`config.mk`:
```
export PLATFORM = sky130hd
export DESIGN_NAME = pll_reprog_seq
export DESIGN_NICKNAME = d
export VERILOG_FILES = /design/src/rtl/pll_seq_pkg.sv /design/src/rtl/pll_serial_div.sv /design/src/rtl/pll_range_chk.sv /design/src/rtl/pll_reprog_seq.sv
export SDC_FILE = /design/constraint.sdc
export NUM_CORES = 1
export LEC_CHECK = 0
export BUFFER_PORTS_ARGS = -buffer_cell sky130_fd_sc_hd__buf_4
export CAP_MARGIN = 20
export CORE_ASPECT_RATIO = 1.1
export CORE_UTILIZATION = 65
export CTS_CLUSTER_SIZE = 10
export DETAILED_ROUTE_END_ITERATION = 12
export PLACE_DENSITY = 0.89
export SETUP_SLACK_MARGIN = 0.1
export SLEW_MARGIN = 25
export SYNTH_ARGS = -nofsm -noshare
export SYNTH_HDL_FRONTEND = slang
export SYNTH_HIERARCHICAL = 1
export SYNTH_SLANG_ARGS = --single-unit
```
`constraint.sdc`:
```
create_clock -name clk -period 8.18 [get_ports clk]
set_clock_uncertainty 0.15 [all_clocks]
set_input_delay 0.818 -clock clk [delete_from_list [all_inputs] [get_ports clk]]
set_output_delay 0.818 -clock clk [all_outputs]
set_load 0.05 [all_outputs]
```
`src/rtl/pll_seq_pkg.sv`:
```
package pll_seq_pkg;
  // Field placement inside the two configuration words
  localparam int C0_FB_LSB   = 0;
  localparam int C0_PD1_LSB  = 12;
  localparam int C1_REF_LSB  = 0;
  localparam int C1_PD2_LSB  = 6;
  localparam int C1_LOCK_BIT = 10;
  localparam int C1_INT_BIT  = 12;

  // Ordered steps of a reprogramming pass
  typedef enum logic [2:0] {
    STP_SLOW = 3'd0,
    STP_INT  = 3'd1,
    STP_C0   = 3'd2,
    STP_C1   = 3'd3,
    STP_POLL = 3'd4,
    STP_NORM = 3'd5
  } step_e;

  // Mode-register bit owned by each PLL index
  function automatic logic [3:0] mode_bit_pos(input logic [2:0] sel);
    case (sel)
      3'd0:    mode_bit_pos = 4'd0;
      3'd1:    mode_bit_pos = 4'd1;
      3'd2:    mode_bit_pos = 4'd4;
      3'd3:    mode_bit_pos = 4'd8;
      default: mode_bit_pos = 4'd12;
    endcase
  endfunction
endpackage

```
`src/rtl/pll_serial_div.sv`:
```
module pll_serial_div #(
  parameter int NUM_W = 27,
  parameter int DEN_W = 6
) (
  input  logic             clk,
  input  logic             rst,
  input  logic             go,
  input  logic [NUM_W-1:0] num,
  input  logic [DEN_W-1:0] den,
  output logic             done,
  output logic [NUM_W-1:0] quo
);
  localparam int CNT_W = $clog2(NUM_W + 1);

  logic [DEN_W-1:0] rem_q, den_q;
  logic [NUM_W-1:0] quo_q;
  logic [CNT_W-1:0] cnt_q;
  logic             run_q, done_q;
  logic [DEN_W:0]   trial, diff;
  logic             ge;

  always_comb begin
    trial = {rem_q, quo_q[NUM_W-1]};
    ge    = trial >= {1'b0, den_q};
    diff  = trial - {1'b0, den_q};
  end

  always_ff @(posedge clk) begin
    if (rst) begin
      rem_q <= '0; den_q <= '0; quo_q <= '0;
      cnt_q <= '0; run_q <= 1'b0; done_q <= 1'b0;
    end else begin
      done_q <= 1'b0;
      if (go) begin
        rem_q <= '0;
        den_q <= den;
        quo_q <= num;
        cnt_q <= CNT_W'(NUM_W);
        run_q <= 1'b1;
      end else if (run_q) begin
        rem_q <= ge ? diff[DEN_W-1:0] : trial[DEN_W-1:0];
        quo_q <= {quo_q[NUM_W-2:0], ge};
        cnt_q <= cnt_q - 1'b1;
        if (cnt_q == CNT_W'(1)) begin
          run_q  <= 1'b0;
          done_q <= 1'b1;
        end
      end
    end
  end

  assign done = done_q;
  assign quo  = quo_q;
endmodule

```
`src/rtl/pll_range_chk.sv`:
```
module pll_range_chk #(
  parameter int FB_W        = 12,
  parameter int REF_W       = 6,
  parameter int PD_W        = 3,
  parameter int REF_KHZ     = 24000,
  parameter int VCO_MIN_KHZ = 800000,
  parameter int VCO_MAX_KHZ = 3200000,
  parameter int OUT_MIN_KHZ = 16000,
  parameter int OUT_MAX_KHZ = 3200000,
  parameter int FB_MIN      = 16,
  parameter int FB_MAX      = 3200
) (
  input  logic             clk,
  input  logic             rst,
  input  logic             go,
  input  logic [FB_W-1:0]  fbdiv,
  input  logic [REF_W-1:0] refdiv,
  input  logic [PD_W-1:0]  pd1,
  input  logic [PD_W-1:0]  pd2,
  output logic             done,
  output logic             ok
);
  localparam int NUM_W = $clog2(REF_KHZ) + FB_W;
  localparam int DEN_W = (REF_W > 2 * PD_W) ? REF_W : 2 * PD_W;

  typedef enum logic [1:0] {CK_IDLE, CK_VCO, CK_OUT} ck_e;

  ck_e              st_q;
  logic             div_go_q, div_done, done_q, ok_q;
  logic [NUM_W-1:0] div_num_q, div_quo;
  logic [DEN_W-1:0] div_den_q, prod_q;
  logic             pre_bad;

  pll_serial_div #(.NUM_W(NUM_W), .DEN_W(DEN_W)) u_div (
    .clk(clk), .rst(rst), .go(div_go_q), .num(div_num_q), .den(div_den_q),
    .done(div_done), .quo(div_quo)
  );

  always_comb begin
    pre_bad = (refdiv == '0) || (pd1 == '0) || (pd2 == '0) ||
              (fbdiv < FB_W'(FB_MIN)) || (fbdiv > FB_W'(FB_MAX));
  end

  always_ff @(posedge clk) begin
    if (rst) begin
      st_q <= CK_IDLE; div_go_q <= 1'b0; done_q <= 1'b0; ok_q <= 1'b0;
      div_num_q <= '0; div_den_q <= '0; prod_q <= '0;
    end else begin
      div_go_q <= 1'b0;
      done_q   <= 1'b0;
      case (st_q)
        CK_IDLE: if (go) begin
          if (pre_bad) begin
            done_q <= 1'b1;
            ok_q   <= 1'b0;
          end else begin
            div_num_q <= NUM_W'(REF_KHZ) * NUM_W'(fbdiv);
            div_den_q <= DEN_W'(refdiv);
            prod_q    <= DEN_W'(pd1) * DEN_W'(pd2);
            div_go_q  <= 1'b1;
            st_q      <= CK_VCO;
          end
        end
        CK_VCO: if (div_done) begin
          if (div_quo < NUM_W'(VCO_MIN_KHZ) || div_quo > NUM_W'(VCO_MAX_KHZ)) begin
            done_q <= 1'b1;
            ok_q   <= 1'b0;
            st_q   <= CK_IDLE;
          end else begin
            div_num_q <= div_quo;
            div_den_q <= prod_q;
            div_go_q  <= 1'b1;
            st_q      <= CK_OUT;
          end
        end
        CK_OUT: if (div_done) begin
          done_q <= 1'b1;
          ok_q   <= (div_quo >= NUM_W'(OUT_MIN_KHZ)) && (div_quo <= NUM_W'(OUT_MAX_KHZ));
          st_q   <= CK_IDLE;
        end
        default: st_q <= CK_IDLE;
      endcase
    end
  end

  assign done = done_q;
  assign ok   = ok_q;
endmodule

```
`src/rtl/pll_reprog_seq.sv`:
```
module pll_reprog_seq
  import pll_seq_pkg::*;
#(
  parameter int NUM_PLL      = 5,
  parameter int SEL_W        = 3,
  parameter int FB_W         = 12,
  parameter int REF_W        = 6,
  parameter int PD_W         = 3,
  parameter int REG_W        = 16,
  parameter int ADDR_W       = 4,
  parameter int LOCK_TIMEOUT = 4096,
  parameter int REF_KHZ      = 24000,
  parameter int VCO_MIN_KHZ  = 800000,
  parameter int VCO_MAX_KHZ  = 3200000,
  parameter int OUT_MIN_KHZ  = 16000,
  parameter int OUT_MAX_KHZ  = 3200000,
  parameter int FB_MIN       = 16,
  parameter int FB_MAX       = 3200
) (
  input  logic              clk,
  input  logic              rst,
  input  logic              start,
  input  logic [SEL_W-1:0]  pll_sel,
  input  logic [FB_W-1:0]   fbdiv,
  input  logic [REF_W-1:0]  refdiv,
  input  logic [PD_W-1:0]   postdiv1,
  input  logic [PD_W-1:0]   postdiv2,
  output logic              busy,
  output logic              done,
  output logic              err,
  output logic              reg_rd_en,
  output logic              reg_wr_en,
  output logic [ADDR_W-1:0] reg_addr,
  output logic [REG_W-1:0]  reg_wdata,
  input  logic [REG_W-1:0]  reg_rdata
);
  localparam logic [ADDR_W-1:0] MODE_ADDR = ADDR_W'(2 ** ADDR_W - 1);
  localparam int TMO_W = $clog2(LOCK_TIMEOUT + 1);

  typedef enum logic [2:0] {S_IDLE, S_CHK, S_RD, S_MOD, S_WR, S_FIN} st_e;

  st_e              st_q;
  step_e            step_q, step_nx;
  logic [SEL_W-1:0] sel_q;
  logic [FB_W-1:0]  fb_q;
  logic [REF_W-1:0] ref_q;
  logic [PD_W-1:0]  pd1_q, pd2_q;
  logic [TMO_W-1:0] tmo_q;
  logic             busy_q, done_q, err_q, fail_q, chk_go_q;
  logic             rd_q, wr_q;
  logic [ADDR_W-1:0] addr_q;
  logic [REG_W-1:0] wdata_q, mbit, fmask, fval;
  logic             chk_done, chk_ok;

  function automatic logic [ADDR_W-1:0] addr_of(input step_e s, input logic [SEL_W-1:0] sel);
    case (s)
      STP_SLOW, STP_NORM: addr_of = MODE_ADDR;
      STP_C0:             addr_of = ADDR_W'({sel, 1'b0});
      default:            addr_of = ADDR_W'({sel, 1'b1});
    endcase
  endfunction

  pll_range_chk #(
    .FB_W(FB_W), .REF_W(REF_W), .PD_W(PD_W), .REF_KHZ(REF_KHZ),
    .VCO_MIN_KHZ(VCO_MIN_KHZ), .VCO_MAX_KHZ(VCO_MAX_KHZ),
    .OUT_MIN_KHZ(OUT_MIN_KHZ), .OUT_MAX_KHZ(OUT_MAX_KHZ),
    .FB_MIN(FB_MIN), .FB_MAX(FB_MAX)
  ) u_rng (
    .clk(clk), .rst(rst), .go(chk_go_q), .fbdiv(fb_q), .refdiv(ref_q),
    .pd1(pd1_q), .pd2(pd2_q), .done(chk_done), .ok(chk_ok)
  );

  // Field mask and value that the current step merges into the read word
  always_comb begin
    mbit    = REG_W'(1) << mode_bit_pos(3'(sel_q));
    step_nx = step_e'(step_q + 3'd1);
    case (step_q)
      STP_SLOW: begin fmask = mbit; fval = '0; end
      STP_INT:  begin fmask = REG_W'(1) << C1_INT_BIT; fval = fmask; end
      STP_C0: begin
        fmask = (REG_W'((2 ** FB_W) - 1) << C0_FB_LSB) | (REG_W'((2 ** PD_W) - 1) << C0_PD1_LSB);
        fval  = (REG_W'(fb_q) << C0_FB_LSB) | (REG_W'(pd1_q) << C0_PD1_LSB);
      end
      STP_C1: begin
        fmask = (REG_W'((2 ** REF_W) - 1) << C1_REF_LSB) | (REG_W'((2 ** PD_W) - 1) << C1_PD2_LSB);
        fval  = (REG_W'(ref_q) << C1_REF_LSB) | (REG_W'(pd2_q) << C1_PD2_LSB);
      end
      STP_NORM: begin fmask = mbit; fval = mbit; end
      default:  begin fmask = '0; fval = '0; end
    endcase
  end

  always_ff @(posedge clk) begin
    if (rst) begin
      st_q <= S_IDLE; step_q <= STP_SLOW; sel_q <= '0; fb_q <= '0; ref_q <= '0;
      pd1_q <= '0; pd2_q <= '0; tmo_q <= '0; busy_q <= 1'b0; done_q <= 1'b0;
      err_q <= 1'b0; fail_q <= 1'b0; chk_go_q <= 1'b0; rd_q <= 1'b0; wr_q <= 1'b0;
      addr_q <= '0; wdata_q <= '0;
    end else begin
      done_q   <= 1'b0;
      rd_q     <= 1'b0;
      wr_q     <= 1'b0;
      chk_go_q <= 1'b0;
      if (step_q == STP_POLL && (st_q == S_RD || st_q == S_MOD) &&
          tmo_q != TMO_W'(LOCK_TIMEOUT))
        tmo_q <= tmo_q + 1'b1;
      case (st_q)
        S_IDLE: if (start) begin
          sel_q <= pll_sel; fb_q <= fbdiv; ref_q <= refdiv;
          pd1_q <= postdiv1; pd2_q <= postdiv2;
          busy_q <= 1'b1; err_q <= 1'b0; fail_q <= 1'b0;
          if (pll_sel >= SEL_W'(NUM_PLL)) begin
            fail_q <= 1'b1;
            st_q   <= S_FIN;
          end else begin
            chk_go_q <= 1'b1;
            st_q     <= S_CHK;
          end
        end
        S_CHK: if (chk_done) begin
          if (chk_ok) begin
            step_q <= STP_SLOW;
            rd_q   <= 1'b1;
            addr_q <= MODE_ADDR;
            st_q   <= S_RD;
          end else begin
            fail_q <= 1'b1;
            st_q   <= S_FIN;
          end
        end
        S_RD: st_q <= S_MOD;
        S_MOD: begin
          if (step_q == STP_POLL) begin
            if (reg_rdata[C1_LOCK_BIT]) begin
              step_q <= STP_NORM;
              rd_q   <= 1'b1;
              addr_q <= MODE_ADDR;
              st_q   <= S_RD;
            end else if (tmo_q == TMO_W'(LOCK_TIMEOUT)) begin
              fail_q <= 1'b1;
              st_q   <= S_FIN;
            end else begin
              rd_q <= 1'b1;
              st_q <= S_RD;
            end
          end else begin
            wr_q    <= 1'b1;
            wdata_q <= (reg_rdata & ~fmask) | (fval & fmask);
            st_q    <= S_WR;
          end
        end
        S_WR: begin
          if (step_q == STP_NORM) begin
            st_q <= S_FIN;
          end else begin
            step_q <= step_nx;
            rd_q   <= 1'b1;
            addr_q <= addr_of(step_nx, sel_q);
            st_q   <= S_RD;
            if (step_nx == STP_POLL) tmo_q <= '0;
          end
        end
        S_FIN: begin
          done_q <= 1'b1;
          busy_q <= 1'b0;
          err_q  <= fail_q;
          st_q   <= S_IDLE;
        end
        default: st_q <= S_IDLE;
      endcase
    end
  end

  assign busy      = busy_q;
  assign done      = done_q;
  assign err       = err_q;
  assign reg_rd_en = rd_q;
  assign reg_wr_en = wr_q;
  assign reg_addr  = addr_q;
  assign reg_wdata = wdata_q;
endmodule

```
Word-level counts from Yosys, hierarchy flattened
Index checks and enable logic that the tools add are counted.
{ "classes": {"magnitude_cmp": 8, "n_reduce_logical": 39, "shift": 1, "addsub": 4, "n_bitwise": 12, "mux": 93, "n_eq_ne": 37, "mul": 2} }
{ "op_table": {"columns": ["cell", "n"], "rows": [
  ["$mux 27", 6],
  ["$pmux 16 s4", 2],
  ["$pmux 27 s2", 1],
  ["$mux 13", 4],
  ["$mux 3", 13],
  ["$mux 1", 36],
  ["$and 16x16->16", 2],
  ["$mux 6", 5],
  ["$ge 27x14->1 const B", 1],
  ["$gt 27x22->1 const B", 1],
  ["$le 27x22->1 const B", 1],
  ["$lt 27x20->1 const B", 1],
  ["$ne 2x2->1 const B", 11],
  ["$eq 3x2->1 const B", 7],
  ["$mul 9x12->21 const A", 1],
  ["$mux 4", 5],
  ["$eq 3x3->1 const B", 6],
  ["$logic_not 3->1", 6],
  ["$not 16->16", 1],
  ["$or 16x16->16", 1],
  ["$pmux 4 s4", 1],
  ["$shl 1x4->16 const A", 1],
  ["$or 12x15->15", 1],
  ["$pmux 3 s5", 1],
  ["41 further kinds", 81]
]} }
{ "totals": {"out_inout_bits": 25, "regBits": 163, "elab_cells": 227} }

Longest topological paths before layout
{ "logic_depth": {"word_depth": 8, "depth_mapped": 17, "ltp_nobuf": 16} }

Hierarchy
Netlist, hierarchy kept.
{ "by_module_without_submodules": {"columns": ["module", "cells_per_inst", "instances", "area_per_inst_um2"], "rows": [
  ["pll_range_chk", 593, 1, 5027.3],
  ["pll_reprog_seq", 422, 1, 3445.8],
  ["pll_serial_div", 269, 1, 2258.4]
]} }

Worst setup path after synthesis
OpenSTA, ideal clock, no wires.
{ "synth_path": {"path_kind": "reg2reg", "from": "register fb_q[7]", "to": "register u_rng.div_num_q[24]", "path_buffers": 0, "required_time_ns": 7.913, "stages_incl_launch_ff": 16, "slack_ns": 3.638, "setup_ns": 0.117, "arrival_ns": 4.275, "cell_sequence": "dfxtp_1 -> fa_1 -> inv_1 -> fa_1 -> inv_1 -> fa_1 -> inv_1 -> fa_1 -> inv_1 -> ha_1 -> or3_1 -> o21bai_1 -> a2111oi_0 -> o21bai_1 -> xor2_1 -> a22o_1"} }
{ "synth_via": {"elab_chain_len": 5, "elab_cells_between_ends": 10} }
{ "synth_lines": {"columns": ["element", "line", "text"], "rows": [
  ["start: declaration", "pll_reprog_seq.sv:45", "logic [FB_W-1:0] fb_q;"],
  ["start signal: assignment", "pll_reprog_seq.sv:109", "sel_q <= pll_sel; fb_q <= fbdiv; ref_q <= refdiv;"],
  ["parallel branches: the longest is 5 deep, another holds $mul 9x12->21", null, null],
  ["end signal: assignment", "pll_range_chk.sv:57", "div_num_q <= NUM_W'(REF_KHZ) * NUM_W'(fbdiv);"],
  ["end signal: assignment", "pll_range_chk.sv:70", "div_num_q <= div_quo;"],
  ["end: declaration", "pll_range_chk.sv:30", "logic [NUM_W-1:0] div_num_q, div_quo;"]
]} }
Parallel ways; which one is timed is not known. The select of a mux whose other input is x is not followed.
A chain may end at the register's enable or synchronous reset.

Worst setup path after layout
{ "layout_path": {"from": "register fb_q[5]", "to": "register u_rng.div_num_q[24]"} }
Same word-level chain as after synthesis.

==> reports/qor.yml <==
status:
  status: "finished, final reports clean"
place:
  portBuffers: 70
  gp_congestion: 0.900
  dp_hpwl_um: 18800
  dpl_worst_slack_ns: 3.22
  dp.cells: 1498
layout:
  drive_gt1_frac: 0.103
  n_fill_cell: 1081
  area_growth_syn_to_layout_pct: 10.8
  layout_commonest_cell: "dfxtp_1"
  antenna_cells: 0
  nNetsFinal: 1502
  stdcell_count: 1530
  final_cell_mix: "dfxtp_1, inv_1, nor2_1"
clock_network:
  cts_root_buffer: "clkbuf_16"
  post_cts_buffers: 0
  h-tree-depth: 4
  clk_path_buf_depth: 2
  path_clk_slew_ns: 0.07
  numCtsBuffers: 17
  hold_buffers: 0
  cts_resized: 0
  cts_num_sinks: 163
  tritoncts: "built"
  clk_latency_ns: 0.43
sta:
  slew_viol_final: 0
  setup_tns_ns: 0
  tightest_slew_ns: 1.00
  finalHoldViolCount: 0
  rsz0062_at_grt: "false"
  setup_viol_count_final: 0
  fmax_mhz: 202
  fin_hold_ws_ns: 0.311
  fin_crit_sh: 0.607
  finalCriticalPeriod_ns: 4.96
  setup_slack_ns: 3.22
  slew-limit-headroom: 0.332
worst_setup_path:
  cpPeakStageDelay_ns: 0.59
  cp-start-kind: "flop"
  cp.required_ns: 8.35
  reg2reg_depth: 16
  crit_family: "adder cells"
  cp_cell_sequence: "inv_1 > ha_1 > inv_1 > fa_1 > inv_1 > fa_1 > inv_1 > fa_1 > inv_1 > ha_1 > or3_1 > o21bai_1 > a2111oi_0 > o21bai_1 > xor2_1 > a22o_1"
  worst-path-stages: 16
  worstPathArrival_ns: 5.13
  path_buf_inv: 5
  crit_type: "reg -> reg"
  critPathMaxFanout: 10
  critical-path-slowest-cell: "dfxtp_1"
  end_kind: "flop"
  crit_top_cell: "inv_1"
route:
  vias: 9516
  viasPerCell: 6.22
  drtIter0Drc: 827
  routed_wl_um: 26800
  drc: 0
  antenna_left: 0
  wl_per_cell_um: 17.5
  detail_route.first_pass.iterations: 6
global_routing:
  grt_util_met1: 0.392
  grt_pass1_wl_um: 44100
  grt.overflow.total: 0
  grt.total_usage: 0.319
  grt_max_degree: 95
  met2_usage: 0.539
  grt_antenna_before_repair: 0
  grt_use_met3: 0.0528
  top_usage_layer: "met2"
  grt_pass1_vias: 9355
power_and_ir_drop:
  total_power_uw: 2310
  p_per_area_nw_per_um2: 194
  peakVddDrop_mv: 0.150
  cellLeakagePower_uw: 0.00510
synth:
  synth-edff-count: 0
  ys.flop_type: "dfxtp_1"
  ys_seq_area_frac: 0.304
  ys_warn_count: 6
  yosysUniqueCellTypes: 82
  netlist_area_um2: 10700
  syn_inst: 1284
  syn_avg_cell_area_um2: 8.36
  async_reset_ff_frac: 0
  ys_seq_elements: 163
  mappedNetlistNets: 1469
run:
  maxCapViolCount: 0
floorplan:
  rows: 48
  start_util: 0.674
  die_h_um: 137
  ios: 71
  die-width_um: 125
  fp.dieArea_um2: 17000
  core-area_um2: 15900
worst_hold_path:
  holdPathStages: 2
  hp-class: "reg -> reg"
[metal layers]
layer,routed length (um),vias up
met5,0,-
met4,1080,0
met3,1620,95
met2,13000,386
met1,11200,4542
li1,-,4493
[sequential cells by signal, summed over array words and instances, names as in the netlist, 2 cells and up]
name	cells
u_rng/div_num_q	27
tmo_q	13
st_q	3
u_rng/div_den_q	6
reg_addr	4
pd2_q	3
sel_q	3
fb_q	12
u_rng/u_div/cnt_q	5
ref_q	6
reg_wdata	16
step_q	3
u_rng/prod_q	6
u_rng/st_q	2
pd1_q	3
u_rng/u_div/den_q	6
u_rng/u_div/quo	27
u_rng/u_div/rem_q	6
[synthesized netlist by cell type, types with 7 or more instances]
cell        n  share of area
a211oi_1    9         0.0063
a21o_1     12         0.0084
a21oi_1   104          0.049
a221oi_1    8         0.0065
a22o_1     16          0.013
a311oi_1   23          0.019
a31oi_1    12         0.0070
and2_1      7         0.0041
buf_1       8         0.0028
buf_2      12         0.0056
clkbuf_1   33          0.012
dfxtp_1   163           0.30
fa_1       51          0.095
ha_1       88           0.10
inv_1     150          0.052
mux2i_1    41          0.038
nand2_1   135          0.047
nand2b_1    7         0.0041
nand3_1    14         0.0065
nand4_1    14         0.0082
nor2_1    147          0.051
nor2b_1     7         0.0041
nor3_1     28          0.013
nor4_1      7         0.0041
o21ai_0    43          0.020
xnor2_1     7         0.0057
xor2_1     13          0.011
[path summary, 6_finish.rpt]
path | start | endpoint | slack [ns]
max | fb_q[5] | u_rng/div_num_q[24] | 3.22
min | reg_wdata[15] | reg_wdata[15] | 0.31
max reg2reg | fb_q[5] | u_rng/div_num_q[24] | 3.22
min reg2reg | reg_wdata[15] | reg_wdata[15] | 0.31
[stage by stage]
| stage | area (um^2) | utilization |
|---|---|---|
| floorplan | 10700 | - |
| global placement | 11300 | 0.708 |
| detailed placement | 11300 | 0.708 |
| CTS | 11900 | 0.747 |
| global route | 11900 | 0.747 |
| finish | 11900 | 0.747 |
[report_power, final]
part / total (uW) / internal (uW) / switching, uW
Clock: 848 / 492 / 356
Sequential: 850 / 811 / 38.8
Combinational: 612 / 237 / 374
[cell type report]
| type | instances | area (um^2) | share of cell area |
|---|---|---|---|
| timing repair buffer | 76 | 571 | 0.0480 |
| clock inverter | 14 | 189 | 0.0159 |
| sequential | 163 | 3270 | 0.275 |
| clock buffer | 18 | 429 | 0.0361 |
| tap | 200 | 250 | 0.0210 |
| inverter | 151 | 567 | 0.0477 |
| multi-input combinational | 908 | 6620 | 0.556 |
[worst reg2reg max path: stages, from the launching register on]
cell and delay [ns]:
dfxtp_1 0.59, inv_1 0.14, ha_1 0.30, inv_1 0.05, fa_1 0.49, inv_1 0.07
fa_1 0.56, inv_1 0.07, fa_1 0.52, inv_1 0.04, ha_1 0.26, or3_1 0.43
o21bai_1 0.22, a2111oi_0 0.47, o21bai_1 0.15, xor2_1 0.16, a22o_1 0.20
[logic make-up (layout without fill, tap and decap cells)]
| group | count (synthesis) | in the layout | share of synthesized area |
|---|---|---|---|
| and+or+nand+nor | 414 | 414 | 0.179 |
| muxes | 43 | 43 | 0.0403 |
| buffers and inverters | 213 | 259 | 0.0802 |
| xor gates and xnor gates | 20 | 20 | 0.0163 |
| adders and majority gates | 139 | 139 | 0.198 |
| DFF | 163 | 163 | 0.304 |
| AOI/OAI and AO/OA | 292 | 292 | 0.182 |
(Power assumes the default switching activity.)
